===== config.mk =====
export PLATFORM = sky130hd
export DESIGN_NAME = bbram_locked
export DESIGN_NICKNAME = d
export VERILOG_FILES = /design/src/rtl/bbram_pkg.sv /design/src/rtl/bbram_seal_regs.sv /design/src/rtl/bbram_guard.sv /design/src/rtl/bbram_store.sv /design/src/rtl/bbram_locked.sv
export SDC_FILE = /design/constraint.sdc
export NUM_CORES = 1
export LEC_CHECK = 0
export BUFFER_PORTS_ARGS = -buffer_cell sky130_fd_sc_hd__buf_2
export CAP_MARGIN = 5
export CORE_ASPECT_RATIO = 0.5
export CORE_MARGIN = 2
export CORE_UTILIZATION = 35
export CTS_CLUSTER_DIAMETER = 80
export DETAILED_ROUTE_END_ITERATION = 8
export PLACE_DENSITY = 0.61
export SYNTH_ARGS = -nofsm -noshare
export SYNTH_HDL_FRONTEND = slang
export SYNTH_SLANG_ARGS = --single-unit

===== constraint.sdc =====
create_clock -name clk -period 2.45 [get_ports clk]
set_input_delay 0.3675 -clock clk [delete_from_list [all_inputs] [get_ports clk]]
set_output_delay 0.3675 -clock clk [all_outputs]
set_load 0.05 [all_outputs]

===== src/rtl/bbram_pkg.sv =====
package bbram_pkg;

    localparam int unsigned ADDR_W   = 6;
    localparam int unsigned DATA_W   = 8;
    localparam int unsigned WIN_N    = 2;
    localparam int unsigned WIN_SPAN = 8;
    localparam int unsigned DEPTH    = 1 << ADDR_W;
    localparam int unsigned SPAN_W   = $clog2(WIN_SPAN);

    typedef logic [ADDR_W-1:0] addr_t;
    typedef logic [DATA_W-1:0] data_t;
    typedef logic [WIN_N-1:0]  seal_t;

    localparam data_t FILL_BYTE = 8'hFF;

    typedef struct packed {
        logic  wr;
        logic  rd;
        addr_t addr;
        data_t wdata;
    } access_t;

    typedef enum logic [1:0] {
        RSRC_HOLD,
        RSRC_MEM,
        RSRC_FILL,
        RSRC_CLEAR
    } rsrc_e;

    function automatic logic in_window(addr_t a, addr_t base);
        return (a >> SPAN_W) == (base >> SPAN_W);
    endfunction

endpackage


===== src/rtl/bbram_seal_regs.sv =====
module bbram_seal_regs
    import bbram_pkg::*;
(
    input  logic  clk,
    input  logic  hard_rst,
    input  logic  set_en,
    input  seal_t set_bits,
    output seal_t seal_q
);

    always_ff @(posedge clk) begin
        if (hard_rst)
            seal_q <= '0;
        else if (set_en)
            seal_q <= seal_q | set_bits;
    end

endmodule


===== src/rtl/bbram_guard.sv =====
module bbram_guard
    import bbram_pkg::*;
#(
    parameter logic [WIN_N*ADDR_W-1:0] WIN_BASES = {6'h28, 6'h10}
) (
    input  addr_t addr,
    input  seal_t seal,
    output logic  blocked
);

    seal_t hit;

    for (genvar w = 0; w < WIN_N; w++) begin : g_win
        localparam addr_t BASE = WIN_BASES[w*ADDR_W +: ADDR_W];
        assign hit[w] = seal[w] && in_window(addr, BASE);
    end

    assign blocked = |hit;

endmodule


===== src/rtl/bbram_store.sv =====
module bbram_store
    import bbram_pkg::*;
(
    input  logic  clk,
    input  logic  we,
    input  addr_t addr,
    input  data_t wdata,
    output data_t rd_byte
);

    data_t mem [DEPTH];

    always_ff @(posedge clk) begin
        if (we)
            mem[addr] <= wdata;
    end

    assign rd_byte = mem[addr];

endmodule


===== src/rtl/bbram_locked.sv =====
module bbram_locked
    import bbram_pkg::*;
#(
    parameter logic [WIN_N*ADDR_W-1:0] WIN_BASES = {6'h28, 6'h10}
) (
    input  logic        clk,
    input  logic        hard_rst,
    input  logic        soft_rst,
    input  logic [5:0]  addr,
    input  logic [7:0]  wdata,
    input  logic        wr_en,
    input  logic        rd_en,
    output logic [7:0]  rdata,
    input  logic        cfg_wr,
    input  logic [1:0]  cfg_data
);

    access_t req;
    seal_t   seal_q;
    logic    blocked;
    logic    any_rst;
    data_t   mem_byte;
    rsrc_e   rsrc;
    data_t   rdata_q;

    assign any_rst   = hard_rst | soft_rst;
    assign req.wr    = wr_en & ~any_rst;
    assign req.rd    = rd_en & ~any_rst;
    assign req.addr  = addr;
    assign req.wdata = wdata;

    bbram_seal_regs u_seal (
        .clk      (clk),
        .hard_rst (hard_rst),
        .set_en   (cfg_wr & ~soft_rst),
        .set_bits (cfg_data),
        .seal_q   (seal_q)
    );

    bbram_guard #(.WIN_BASES(WIN_BASES)) u_guard (
        .addr    (req.addr),
        .seal    (seal_q),
        .blocked (blocked)
    );

    bbram_store u_store (
        .clk     (clk),
        .we      (req.wr & ~blocked),
        .addr    (req.addr),
        .wdata   (req.wdata),
        .rd_byte (mem_byte)
    );

    always_comb begin
        if (any_rst)
            rsrc = RSRC_CLEAR;
        else if (req.rd && blocked)
            rsrc = RSRC_FILL;
        else if (req.rd)
            rsrc = RSRC_MEM;
        else
            rsrc = RSRC_HOLD;
    end

    always_ff @(posedge clk) begin
        case (rsrc)
            RSRC_CLEAR: rdata_q <= '0;
            RSRC_FILL:  rdata_q <= FILL_BYTE;
            RSRC_MEM:   rdata_q <= mem_byte;
            default:    rdata_q <= rdata_q;
        endcase
    end

    assign rdata = rdata_q;

endmodule


=== Word level (Yosys, flattened, before mapping) ===
Memory sizes are Yosys's and may differ from the RTL's.
Cells that the tools add are included.

* Register bits after elaboration: 10
* Memory bits (writable): 512
* Input bits: 22
* Output and inout bits: 8
* Word-level logic and storage cells: 28
* Memories kept: 1

* Equal/unequal tests: 5
* Multiplexer cells: 6
* Bitwise operators: 9
* Reduce and logical (&&, ||, !) cells: 5

{| class="wikitable"
|+ Memories
! name !! words !! width !! read ports !! clocked after memory_dff !! wr ports !! RTL line !! text
|-
| u_store.mem || 64 || 8 || 1 || 0 || 1 || bbram_store.sv:11 || <nowiki>data_t mem [DEPTH];</nowiki>
|}

{| class="wikitable"
|+ Operators with widths
! operator !! number
|-
| 8-bit one-hot mux with 3 select lines || 1
|-
| 1-bit AND || 4
|-
| 2-bit equality test (second input constant) || 2
|-
| 2-bit two-way mux || 2
|-
| 3-bit by 2-bit equality test with 1-bit output (second input constant) || 1
|-
| 3-bit equality test (second input constant) || 1
|-
| 1-bit logical AND || 3
|-
| 1-bit two-way mux || 3
|-
| 1-bit NOT || 3
|-
| 3-bit nonzero test || 1
|-
| 2-bit by 1-bit equality test with 1-bit output (second input constant) || 1
|-
| 2-bit OR || 1
|-
| 2-bit OR reduction || 1
|-
| 1-bit OR || 1
|}

=== Logic depth before layout (Yosys ltp) ===
Gate-level depths: netlist (run 1).

* Depth in word-level cells: 8
* Depth in mapped cells: 10
* Mapped depth without buffers: 6

=== Hierarchy ===
Synthesis (run 1) repeated with hierarchy kept, for this count alone.

* Cells, all modules: 1,212
* Area, all modules: 20,788.7 µm²

{| class="wikitable"
|+ By module, submodules not included
! module !! instances !! cells each !! area each (µm²) !! seq. area each (µm²)
|-
| bbram_store || 1 || 1,163 || 20,289.5 || 15,374.7
|-
| bbram_locked || 1 || 40 || 417.9 || 240.2
|-
| bbram_seal_regs || 1 || 6 || 57.6 || 40.0
|-
| bbram_guard || 1 || 3 || 23.8 || 0.0
|}

=== Worst setup path before layout (run 1) ===
OpenSTA, ideal clock, no wires.

* Kind: in2reg
* Start point: input port addr[4]
* End point: memory u_store.mem[15][0] in the netlist's numbering (enable)
* Library setup time: 0.370 ns
* Data arrival time: 1.899 ns
* Required time: 2.080 ns
* Path slack: 0.181 ns
* Stages: 7
* Path buffers: 1
* Path through: nand3b_1 > o2bb2a_1 > clkbuf_1 > nand3_1 > nor2_1 > nand2_1 > nor2_1

* Word-level cells in the longest chain between the ends: 7
* Elaborated cells between the ends (all ways): 9
* Classes of those cells: eq/ne (2); mux (2); bitwise (2); reduce/logical (3)

{| class="wikitable"
|+ RTL lines
! item !! RTL line !! text
|-
| start: declaration || bbram_locked.sv:9 || <nowiki>input logic [5:0] addr,</nowiki>
|-
| 3-bit by 2-bit equality test with 1-bit output / 3-bit equality test (equally long branches) || bbram_pkg.sv:31 || <nowiki>return (a >> SPAN_W) == (base >> SPAN_W);</nowiki>
|-
| 1-bit logical AND || bbram_guard.sv:15 || <nowiki>assign hit[w] = seal[w] && in_window(addr, BASE);</nowiki>
|-
| 2-bit OR reduction || bbram_guard.sv:18 || <nowiki>assign blocked = |hit;</nowiki>
|-
| 1-bit NOT || bbram_locked.sv:48 || <nowiki>.we (req.wr & ~blocked),</nowiki>
|-
| 1-bit AND || bbram_locked.sv:48 ||
|-
| 1-bit two-way mux || bbram_store.sv:14 || <nowiki>if (we)</nowiki>
|-
| 1-bit two-way mux (not written as such) || bbram_store.sv:15 || <nowiki>mem[addr] <= wdata;</nowiki>
|-
| end: declaration || bbram_store.sv:11 ||
|}

Several ways; a longest one is shown, not always the timed one.

=== Worst setup path after layout (run 1) ===
* Start point: input port addr[1]
* End point: register rdata_q[4], in the netlist rdata[4], data pin

* Word-level cells in the longest chain between the ends: 2

{| class="wikitable"
|+ RTL lines
! item !! RTL line !! text
|-
| memory read 64 x 8 bit || -- ||
|-
| 8-bit one-hot mux with 3 select lines || bbram_locked.sv:66 || <nowiki>case (rsrc)</nowiki>
|-
| end signal: assignment || bbram_locked.sv:69 || <nowiki>RSRC_MEM: rdata_q <= mem_byte;</nowiki>
|-
| end signal: assignment || bbram_locked.sv:70 || <nowiki>default: rdata_q <= rdata_q;</nowiki>
|-
| end: declaration || bbram_locked.sv:24 || <nowiki>data_t rdata_q;</nowiki>
|}

Every way passes these cells.
A chain may end at the register's enable or synchronous reset.

==> summary.md, run 1 <==
| Metric | Value |
|---|---|
| Worst relative slew slack | `0.4215` |
| Clock Skew | `between 0.015 and 0.02 ns` |
| DR DRC count | `0` |
| Top Ports | `30` |
| CTS tree | `yes` |
| First-pass GRT wire length | `between 70000 and 80000 um` |
| Synth area leader | `edfxtp_1` |
| Grt ovf | `0` |
| Initial antenna violation count | `0` |
| Synthesized cell area | `20310 um^2` |
| Comb pwr share | `0.056` |
| P_sw | `around 3.7 mW` |
| RR Endpoint | `rdata[4]` |
| CTS Root Cell | `clkbuf_16` |
| Max-cap viol count | `0` |
| Clk Latency, worst-skew pair | `between 0.5 and 0.6 ns` |
| Worst slack, placed | `-0.4888 ns` |
| Layout cells sized above 1 | `0.2485` |
| Number of synthesized flops with an enable pin | `520` |
| Hold slack | `0.05198 ns` |
| Unrepaired setup endpoints after global routing | `false` |
| Vias per cell | `5.411` |
| Clk slew on worst S/H paths | `0.06 ns` |
| Nets | `1314` |
| CP Class | `in -> reg` |
| Final wirelength | `~50000 um` |
| Failing checks | `setup timing` |
| CTS Buf Count | `49` |
| DR pass1 iterations | `5` |
| Synth cell count leaders | `edfxtp_1, nor2_1, o22ai_1` |
| Period utilisation layout | `1.010` |
| Top cells by area, synth | `edfxtp_1, mux4_2, mux2i_1` |
| Status | `finished, violations left` |
| Worst-case clock buffer depth | `3` |
| Switching share of power | `0.2079` |
| Hold Startpoint | `cfg_data[1]` |
| Largest net degree at the start of global routing | `44` |
| Die span in x | `344.7 um` |
| Seq pwr share | `0.547` |
| Design area | `24030 um^2` |
| Mapped Cells | `1113` |
| Initial Util | `0.3542` |
| Worst r2r path cells | `5` |
| Power density cells | `between 700 and 800 nW/um^2` |
| YS warnings | `0` |
| WP data required | `2.86 ns` |
| CP arrival | `2.89 ns` |
| Min setup slack post-route | `-0.02532 ns` |
| Clock network power share | `0.398` |
| DP Area | `22530 um^2` |
| First DRT Iteration DRCs | `1173` |
| Worst hold stages | `3` |
| CTS H-tree lvls | `2` |
| Vias in the first global route | `around 11000` |
| Antenna Cells | `0` |
| Tot Pwr | `18.02 mW` |
| Core Rows | `62` |
| Fmax | `404.0 MHz` |
| Fill count | `4923` |
| Core area | `approximately 57000 um^2` |
| PortBufs | `29` |
| Crit Path Max Fanout | `25` |
| Register bit total from synthesis | `522` |
| Placed insts | `2008` |
| Seq/Total Area, Yosys | `0.7709` |
| Mapped Avg Cell Area | `18.25 um^2` |
| Count leader, synth | `edfxtp_1` |
| CP Capture Type | `flop` |
| Syn_nets | `1135` |
| GRT Util Overall | `0.1664` |
| # setup viols final | `1` |
| Hold Crit Class | `in -> reg` |
| Worst flop-to-flop path startpoint | `u_store.mem[8][4]` |
| Layout Cells excl Fill | `~2100` |
| Pint | `14.27 mW` |
| Total number of vias | `11342` |
| FF-to-FF setup slack | `0.14 ns` |
| Maximum vdd drop | `0.4270 mV` |
| Area grow syn2layout | `18.31%` |
| Ys flop type | `edfxtp_1` |
| Gpl congestion | `0.9180` |
| Final Max Tran Viols | `0` |
| WL/cell | `23.89 um` |
| Worst Hold End | `u_seal.seal_q[1]` |
| Die Y | `174.3 um` |
| FFs w/ async S/R, synth | `0` |
| Synth top area share | `0.7689` |
| Post-CTS Setup Inserts | `0` |
| Worst Max-Slew Pin Slew | `0.8598 ns` |
| Critical path launch point type | `primary input` |
| DP HPWL | `around 34000 um` |
| Final Hold Fails | `0` |
| Final min period | `2.475 ns` |
| Leak pwr | `7.844 nW` |
| Yosys cell types | `54` |
| Die area | `60080 um^2` |
| DRT antenna net count | `0` |
| Clk sinks | `522` |
==> worst max-delay path: stages <==
cell,delay (ns)
buf_4,0.18
nand2_1,0.13
buf_12,0.20
buf_12,0.16
o22ai_1,0.10
a221oi_1,0.54
o21ai_0,0.29
nor4_1,0.71
o2bb2ai_1,0.19
==> how the worst max path moves through the flow <==
stage	start	endpoint	slack, ns	cells after the start
detailed placement	addr[1]	rdata[3]	-0.49	10
floorplan	addr[4]	u_store.mem[15][0]	0.18	7
global route	addr[1]	rdata[4]	0.07	9
finish	addr[1]	rdata[4]	-0.03	9
global placement	addr[1]	rdata[3]	-0.51	10
CTS	addr[1]	rdata[3]	0.08	10
==> power by group through the flow <==
stage                     sequential, mW  clock (mW)  combinational, mW
after floorplan                     10.1           0              0.478
after global placement              10.0           0              0.979
after detailed placement            10.0           0              0.998
after CTS                           9.85        7.30               1.00
after global routing                9.84        7.67               1.07
final                               9.85        7.17               1.00
==> final cells by class <==
type	count	area, um^2	share of cell area
tap	768	960.9	0.03999
clock buffer	59	1264	0.05260
clock inverter	28	221.5	0.009217
inverter	3	11.26	0.0004687
timing repair buffer	199	1682	0.06999
multi-input combinational	517	4233	0.1762
sequential	522	15660	0.6516
==> routing by layer <==
layer	GRT usage	wire length (um)
met5	0	0
met4	0.04964	1306
met2	0.2584	23160
met1	0.2322	21350
met3	0.04046	4259
==> placed cells by master, fill, tap and decap left out, types with 3 or more instances in the layout <==
cell type,Yosys,routed
buf_4,17,152
o2bb2ai_1,5,5
nand2_1,33,33
and2_1,7,7
buf_12,0,20
a211oi_1,7,7
a22oi_1,24,24
o22ai_1,71,71
mux4_2,51,51
nand3b_1,5,5
clkbuf_1,19,10
inv_1,3,3
clkbuf_16,0,49
nor2_1,81,81
buf_2,28,26
o21ai_0,36,36
o32ai_1,3,3
edfxtp_1,520,520
o31ai_1,5,5
clkinv_1,0,17
nor3_1,3,3
mux2_2,10,10
a21oi_1,28,28
nand2b_1,4,3
bufinv_16,0,4
mux2i_1,67,67
nand3_1,3,3
o221ai_1,18,18
nor4_1,10,9
clkinv_2,0,6
a221oi_1,12,12
==> what timing repair did <==
| item | CTS | global route |
|---|---|---|
| gates resized for setup | 0 | 1 |
| endpoints found under the setup margin | 0 | 1 |
| hold endpoints to repair | 2 | 0 |
| hold buffers | 1 | 0 |
==> cell families after synthesis <==
family	count (synthesis)	share of synthesized area
buffers and inverters	74	0.02113
AO/OA/AOI/OAI	226	0.07467
AND/OR/NAND/NOR	162	0.03690
multiplexers	129	0.09642
flip-flops	522	0.7709
==> state kept, by name, indices dropped and copies added, names as in the netlist <==
register / count
rdata: 8
u_store.mem: 512
u_seal.seal_q: 2
==> stage by stage <==
step | utilization | setup TNS (ns)
after floorplan | - | 0
after global placement | 0.3929 | -2.537
after detailed placement | 0.3929 | -2.604
after CTS | 0.4190 | 0
after global routing | 0.4191 | 0
final | 0.4191 | -0.02532
Power figures use the tool's default switching activity.
==> run 2, diff against run 1 <==
--- a/config.mk
+++ b/config.mk
@@ -15,4 +15,5 @@
 export PLACE_DENSITY = 0.61
 export SYNTH_ARGS = -nofsm -noshare
 export SYNTH_HDL_FRONTEND = slang
+export SYNTH_HIERARCHICAL = 1
 export SYNTH_SLANG_ARGS = --single-unit
==> summary.md, run 2 <==
| Metric | Value |
|---|---|
| Status | `completed` |
| Largest net degree at the start of global routing | `65 (+48%)` |
| Setup TNS Final | `0 ns (+0.02532 ns)` |
| CP Capture Type | `flop` |
| First-pass GRT wire length | `81610 um (+9.7%)` |
| Synth top area share | `0.7511 (-0.01777)` |
| Worst flop-to-flop path startpoint | `u_store/mem[35][5]` |
| Worst slack, placed | `-0.5544 ns (-0.06556 ns)` |
| Initial Util | `0.3526 (-0.001669)` |
| Syn_nets | `1237 (+9.0%)` |
| Clock Skew | `0.01753 ns (-0.0001335 ns)` |
| YS warnings | `6 (+6)` |
| Die area | `61480 um^2 (+2.3%)` |
| Post-CTS Setup Inserts | `0 (unchanged)` |
| DR pass1 iterations | `6 (+1)` |
| Fmax | `414.3 MHz (+2.6%)` |
| # setup viols final | `0 (-1)` |
| Tot Pwr | `18.38 mW (+2.0%)` |
| Max FFs per register | `512 (unchanged)` |
| Worst relative slew slack | `0.4458 (+0.02425)` |
| WP data required | `2.77 ns (-0.09 ns)` |
| Vias in the first global route | `12420 (+9.1%)` |
| Worst Max-Slew Pin Slew | `0.8314 ns (-0.02844 ns)` |
| DP HPWL | `37260 um (+11%)` |
| Worst Hold End | `u_seal/seal_q[0]` |
| FFs w/ async S/R, synth | `0 (unchanged)` |
| Number of synthesized flops with an enable pin | `520 (unchanged)` |
| DRT antenna net count | `0 (unchanged)` |
| Final min period | `2.414 ns (-0.06172 ns)` |
| Synth cell count leaders | `edfxtp_1, nor2_1, mux2i_1` |
| Clk Latency, worst-skew pair | `0.58 ns (+0.02 ns)` |
| Yosys cell types | `61 (+13%)` |
| Register bit total from synthesis | `522 (unchanged)` |
| Area grow syn2layout | `21.22%` |
| Area of the multi-input gates | `4742 um^2 (+12%)` |
| Hold Startpoint | `cfg_data[0]` |
| Final Hold Fails | `0 (unchanged)` |
| Power density cells | `729.2 nW/um^2 (-2.8%)` |
| WL/cell | `24.81 um (+3.9%)` |
| Most flop-heavy register | `u_store/mem` |
| Most frequent cells in the layout | `edfxtp_1, buf_4, nor2_1` |
| First DRT Iteration DRCs | `1623 (+38%)` |
| Crit path max-delay cell type | `or4b_1` |
| RR Endpoint | `rdata[5]` |
| PortBufs | `29 (unchanged)` |
| CP Class | `reg -> reg` |
| Maximum vdd drop | `0.5547 mV (+30%)` |
| Ys flop type | `edfxtp_1` |
| Core Rows | `63 (+1.6%)` |
| Unrepaired setup endpoints after global routing | `true` |
| Worst hold stages | `3 (unchanged)` |
| Mapped Cells | `1212 (+8.9%)` |
| Critical path launch point type | `flop` |
| GRT Util Overall | `0.1807 (+0.01426)` |
| Mapped Avg Cell Area | `17.15 um^2 (-6.0%)` |
| Total number of vias | `12397 (+9.3%)` |
| Max-cap viol count | `0 (unchanged)` |
| Hold slack | `0.04609 ns (-0.005884 ns)` |
| Leak pwr | `8.521 nW (+8.6%)` |
| Final Max Tran Viols | `0 (unchanged)` |
| Synth area leader | `edfxtp_1` |
| Initial antenna violation count | `0 (unchanged)` |
| Count leader, synth | `edfxtp_1` |
| Slowest Stage Delay on Critical Path | `0.51 ns (-0.20 ns)` |
| Top cells by area, synth | `edfxtp_1, mux4_2, mux2i_1` |
| CTS H-tree lvls | `2 (unchanged)` |
| Clk slew on worst S/H paths | `0.07 ns (about the same)` |
| Storage cell area | `15660 um^2 (unchanged)` |
| Die span in x | `348.7 um (+1.2%)` |
| Die Y | `176.3 um (+1.1%)` |
| Vias per cell | `5.476 (+1.2%)` |
| Synthesized cell area | `20790 um^2 (+2.4%)` |
| Period utilisation layout | `0.9851 (-0.02519)` |
| Gpl congestion | `0.9130 (-0.54%)` |
| Crit Path Max Fanout | `1 (-96%)` |
| Crit path from | `u_store/mem[35][5]` |
| Crit-path cells | `mux2_1 > a221o_1 > a22oi_1 > o22ai_2 > or4b_1 > a21oi_1 > nor2_1` |
| Clk sinks | `522 (unchanged)` |
| Nets | `1473 (+12%)` |
| Worst r2r path cells | `7 (+2)` |
| Layout cells sized above 1 | `0.2697 (+0.02123)` |
| Top Ports | `30 (unchanged)` |
| Fill count | `5161 (+4.8%)` |
| Most common cell after layout, fill and taps aside | `edfxtp_1` |
| Hold Crit Class | `in -> reg` |
| Worst-case clock buffer depth | `3 (unchanged)` |
| DR DRC count | `0 (unchanged)` |
| CP arrival | `2.74 ns (-0.15 ns)` |
| CTS Buf Count | `49 (unchanged)` |
| Final wirelength | `56180 um (+12%)` |
| Grt ovf | `0 (unchanged)` |
| Min setup slack post-route | `0.03640 ns (+0.06172 ns)` |
| FF-to-FF setup slack | `0.04 ns (-0.10 ns)` |
| CTS tree | `yes` |
| Seq/Total Area, Yosys | `0.7531 (-0.01782)` |
| Core area | `58960 um^2 (+2.9%)` |
| CTS Root Cell | `clkbuf_16` |
## run 2: per-layer routing
layer  global-route usage  routed length (um)  vias up
met2               0.2899               26300      591
met4              0.05837                1761        0
met1               0.2467               23330     6324
met3              0.03845                4786      110
met5                    0                   0        -
li1                     -                   -     5372
## run 2: cells by family after synthesis
logic type               Yosys count  synth area share
AND/OR/NAND/NOR                  245           0.05995
flip-flops                       522            0.7531
multiplexers                     116           0.08125
adder cells (fa/ha/maj)            3          0.001806
AO/OA/AOI/OAI                    235           0.08306
buffers and inverters             91           0.02088
## run 2: critical path: cells and delay by family (launching register included)
family           cells  cell delay, ns
flip-flops           1            0.39
AND/OR/NAND/NOR      2            0.57
AO/OA/AOI/OAI        4            0.89
multiplexers         1            0.32
## run 2: area by class of cell
class / count / share of cell area
Sequential cell: 522 / 0.6212
Multi-Input combinational cell: 599 / 0.1882
Timing Repair Buffer: 269 / 0.09071
Clock buffer: 58 / 0.05169
Tap cell: 780 / 0.03873
Clock inverter: 28 / 0.008292
Inverter: 7 / 0.001043
Antenna cell: 1 / 0.00009930
## run 2: repair_timing
action | CTS | global route
pin swaps | 2 | 1
resized for setup | 6 | 3
endpoints found under the setup margin | 3 | 3
hold buffers | 1 | 0
hold endpoints to repair | 2 | 0
## run 2: how the worst max path moves through the flow
stage	cells past startpoint	slack (ns)	end
after floorplan	7	-0.02	u_store/mem[13][0]
after detailed placement	10	-0.55	rdata[7]
after CTS	7	0.05	rdata[7]
after global routing	7	-0.04	rdata[5]
final	7	0.04	rdata[5]
after global placement	9	-0.54	rdata[6]
## run 2: through the flow
step / cells / area [um^2] / utilization
after global placement: 2176 / 23640 / 0.4009
after floorplan: 1212 / 20790 / -
final: 2264 / 25200 / 0.4274
after CTS: 2263 / 25180 / 0.4270
after global routing: 2263 / 25200 / 0.4273
after detailed placement: 2176 / 23640 / 0.4009
## run 2: report_power, final
part           internal (mW)  total [mW]  switching (mW)
clock                   4.09        7.29            3.20
combinational          0.482        1.23           0.752
sequential              9.84        9.86          0.0106
total                   14.4        18.4            3.96
==> run 3, diff against run 2 <==
==> constraint.sdc (replaced) <==
create_clock -name clk -period 2.45 [get_ports clk]
set_input_delay 0 -clock clk [delete_from_list [all_inputs] [get_ports clk]]
set_output_delay 0 -clock clk [all_outputs]
set_load 0.05 [all_outputs]
==> summary.md, run 3 (synthesis results as in run 2) <==
| Metric | Value |
|---|---|
| Status | `completed` |
| Top Ports | `30 (unchanged)` |
| CTS Root Cell | `clkbuf_16` |
| Core area | `58960 um^2 (unchanged)` |
| Layout Cells excl Fill | `2256 (-0.35%)` |
| CP Capture Type | `flop` |
| Hold slack | `0.04348 ns (-0.002611 ns)` |
| Hold Crit Class | `in -> reg` |
| GRT Util Overall | `0.1846 (+0.003943)` |
| Crit Path Max Fanout | `1 (unchanged)` |
| Most frequent cells in the layout | `edfxtp_1, buf_4, nor2_1` |
| Layout cells sized above 1 | `0.2629 (-0.006851)` |
| DR pass1 iterations | `5 (-1)` |
| DRT antenna net count | `0 (unchanged)` |
| Fill count | `5134 (-0.52%)` |
| Period utilisation layout | `0.9821 (-0.003016)` |
| Initial antenna violation count | `1 (+1)` |
| Largest net degree at the start of global routing | `65 (unchanged)` |
| Pint | `14.95 mW (+3.7%)` |
| CTS Buf Count | `50 (+2.0%)` |
| Clk slew on worst S/H paths | `0.06 ns (about the same)` |
| Max-cap viol count | `0 (unchanged)` |
| Final Max Tran Viols | `0 (unchanged)` |
| Vias per cell | `5.590 (+2.1%)` |
| Most common cell after layout, fill and taps aside | `edfxtp_1` |
| Final wirelength | `57160 um (+1.7%)` |
| PortBufs | `29 (unchanged)` |
| DR DRC count | `0 (unchanged)` |
| First-pass GRT wire length | `83540 um (+2.4%)` |
| Post-CTS Setup Inserts | `0 (unchanged)` |
| Antenna Cells | `0 (-1)` |
| Comb pwr share | `0.064 (-0.003)` |
| Fmax | `415.6 MHz (+0.31%)` |
| DP Area | `23400 um^2 (-1.0%)` |
| Final min period | `2.406 ns (-0.007389 ns)` |
| Die area | `61480 um^2 (unchanged)` |
| Switching share of power | `0.2115 (-0.004120)` |
| CTS tree | `yes` |
| P_sw | `4.011 mW (+1.2%)` |
| Design area | `25160 um^2 (-0.17%)` |
| Worst Max-Slew Pin Slew | `0.8921 ns (+0.06068 ns)` |
| Clk Latency, worst-skew pair | `0.57 ns (about the same)` |
| Max FFs per register | `512 (unchanged)` |
| Clock network power share | `0.416 (+0.019)` |
| Core Rows | `63 (unchanged)` |
| Gpl congestion | `0.9038 (-1.0%)` |
| Die span in x | `348.7 um (unchanged)` |
| Most flop-heavy register | `u_store/mem` |
| Seq pwr share | `0.520 (-0.016)` |
| Worst relative slew slack | `0.4007 (-0.04503)` |
| Critical path launch point type | `flop` |
| Power density cells | `753.9 nW/um^2 (+3.4%)` |
| CP arrival | `2.72 ns (-0.02 ns)` |
| Total number of vias | `12610 (+1.7%)` |
| Grt ovf | `0 (unchanged)` |
| WP data required | `2.76 ns (about the same)` |
| Clk sinks | `522 (unchanged)` |
| Crit path max-delay cell type | `mux4_2` |
| Final Hold Fails | `0 (unchanged)` |
| Die Y | `176.3 um (unchanged)` |
| Leak pwr | `8.492 nW (-0.34%)` |
| Slowest Stage Delay on Critical Path | `0.47 ns (-0.04 ns)` |
| CTS H-tree lvls | `2 (unchanged)` |
| Initial Util | `0.3526 (unchanged)` |
| Worst-case clock buffer depth | `3 (unchanged)` |
| Unrepaired setup endpoints after global routing | `true` |
| # setup viols final | `0 (unchanged)` |
| Placed insts | `2158 (-0.83%)` |
| WL/cell | `25.34 um (+2.1%)` |
| Clock Skew | `0.01101 ns (-0.006519 ns)` |
| Area grow syn2layout | `21.01%` |
| Nets | `1460 (-0.88%)` |
| Vias in the first global route | `12459 (+0.31%)` |
| Crit-path cells | `mux4_2 > mux2i_1 > o22a_1 > o311ai_1 > or4_1 > a21oi_1 > nor2_1` |
| DP HPWL | `38040 um (+2.1%)` |
| CP Class | `reg -> reg` |
| Maximum vdd drop | `0.5505 mV (-0.77%)` |
| First DRT Iteration DRCs | `1551 (-4.4%)` |
| Setup TNS Final | `0 ns (unchanged)` |
-- run 3: cell count changes in the layout (fill, tap and decap cells not counted), moves of 2 or more --
cell | previous run | this run
buf_12 | 26 | 18
clkbuf_1 | 7 | 9
bufinv_16 | 3 | 8
dlygate4sd3_1 | 1 | 5
buf_4 | 215 | 205
mux2_4 | 0 | 2
mux2_1 | 7 | 5
-- run 3: what timing repair did --
action | CTS | global route
hold endpoints to repair | 11 | 0
setup endpoints to repair | 3 | 3
hold buffers | 5 | 0
pin swaps | 2 | 1
resized for setup | 4 | 5
-- run 3: per-stage QoR --
step | total power, mW | setup slack [ns] | util
after floorplan | 10.61 | 0.2035 | -
after global placement | 11.20 | -0.2577 | 0.3969
after detailed placement | 11.22 | -0.2901 | 0.3969
after CTS | 19.04 | 0.03111 | 0.4263
after global routing | 19.49 | -0.001356 | 0.4266
final | 18.96 | 0.04378 | 0.4266
-- run 3: worst max-delay path, delay by kind of cell, from the launching register on --
| family | cells | cell delay (ns) |
|---|---|---|
| flip-flops | 1 | 0.38 |
| multiplexers | 2 | 0.68 |
| AO/OA/AOI/OAI | 3 | 0.60 |
| AND/OR/NAND/NOR | 2 | 0.49 |
-- run 3: cell type report --
cell class	count	area, um^2	area share
multi-input cells	599	4735	0.1882
clock inverters	33	362.8	0.01442
clock buffers	60	1310	0.05208
repair buffers	255	2091	0.08311
flip-flops and latches	522	15660	0.6223
well taps	780	975.9	0.03880
inverters	7	26.28	0.001045
-- run 3: power groups by stage --
stage / sequential (mW) / combinational (mW) / clock, mW
detailed placement: 10.0 / 1.18 / 0
CTS: 9.86 / 1.19 / 7.99
global placement: 10.0 / 1.15 / 0
floorplan: 10.1 / 0.534 / 0
global route: 9.85 / 1.27 / 8.37
finish: 9.86 / 1.21 / 7.90
-- run 3: layer usage --
layer	global-route usage	vias to the layer above	routed length (um)
met1	0.2583	6478	23680
met3	0.03466	100	5354
li1	-	5357	-
met2	0.2971	675	26720
met5	0	-	0
met4	0.04975	0	1404
-- run 3: worst paths after layout --
path	startpoint	to	slack, ns	depth (start not counted)
hold / removal	wdata[2]	u_store/mem[62][2]	0.04	1
setup reg to reg	u_store/mem[6][1]	rdata[1]	0.04	7
hold reg to reg	u_seal/seal_q[0]	u_seal/seal_q[0]	1.02	3
setup / recovery	u_store/mem[6][1]	rdata[1]	0.04	7
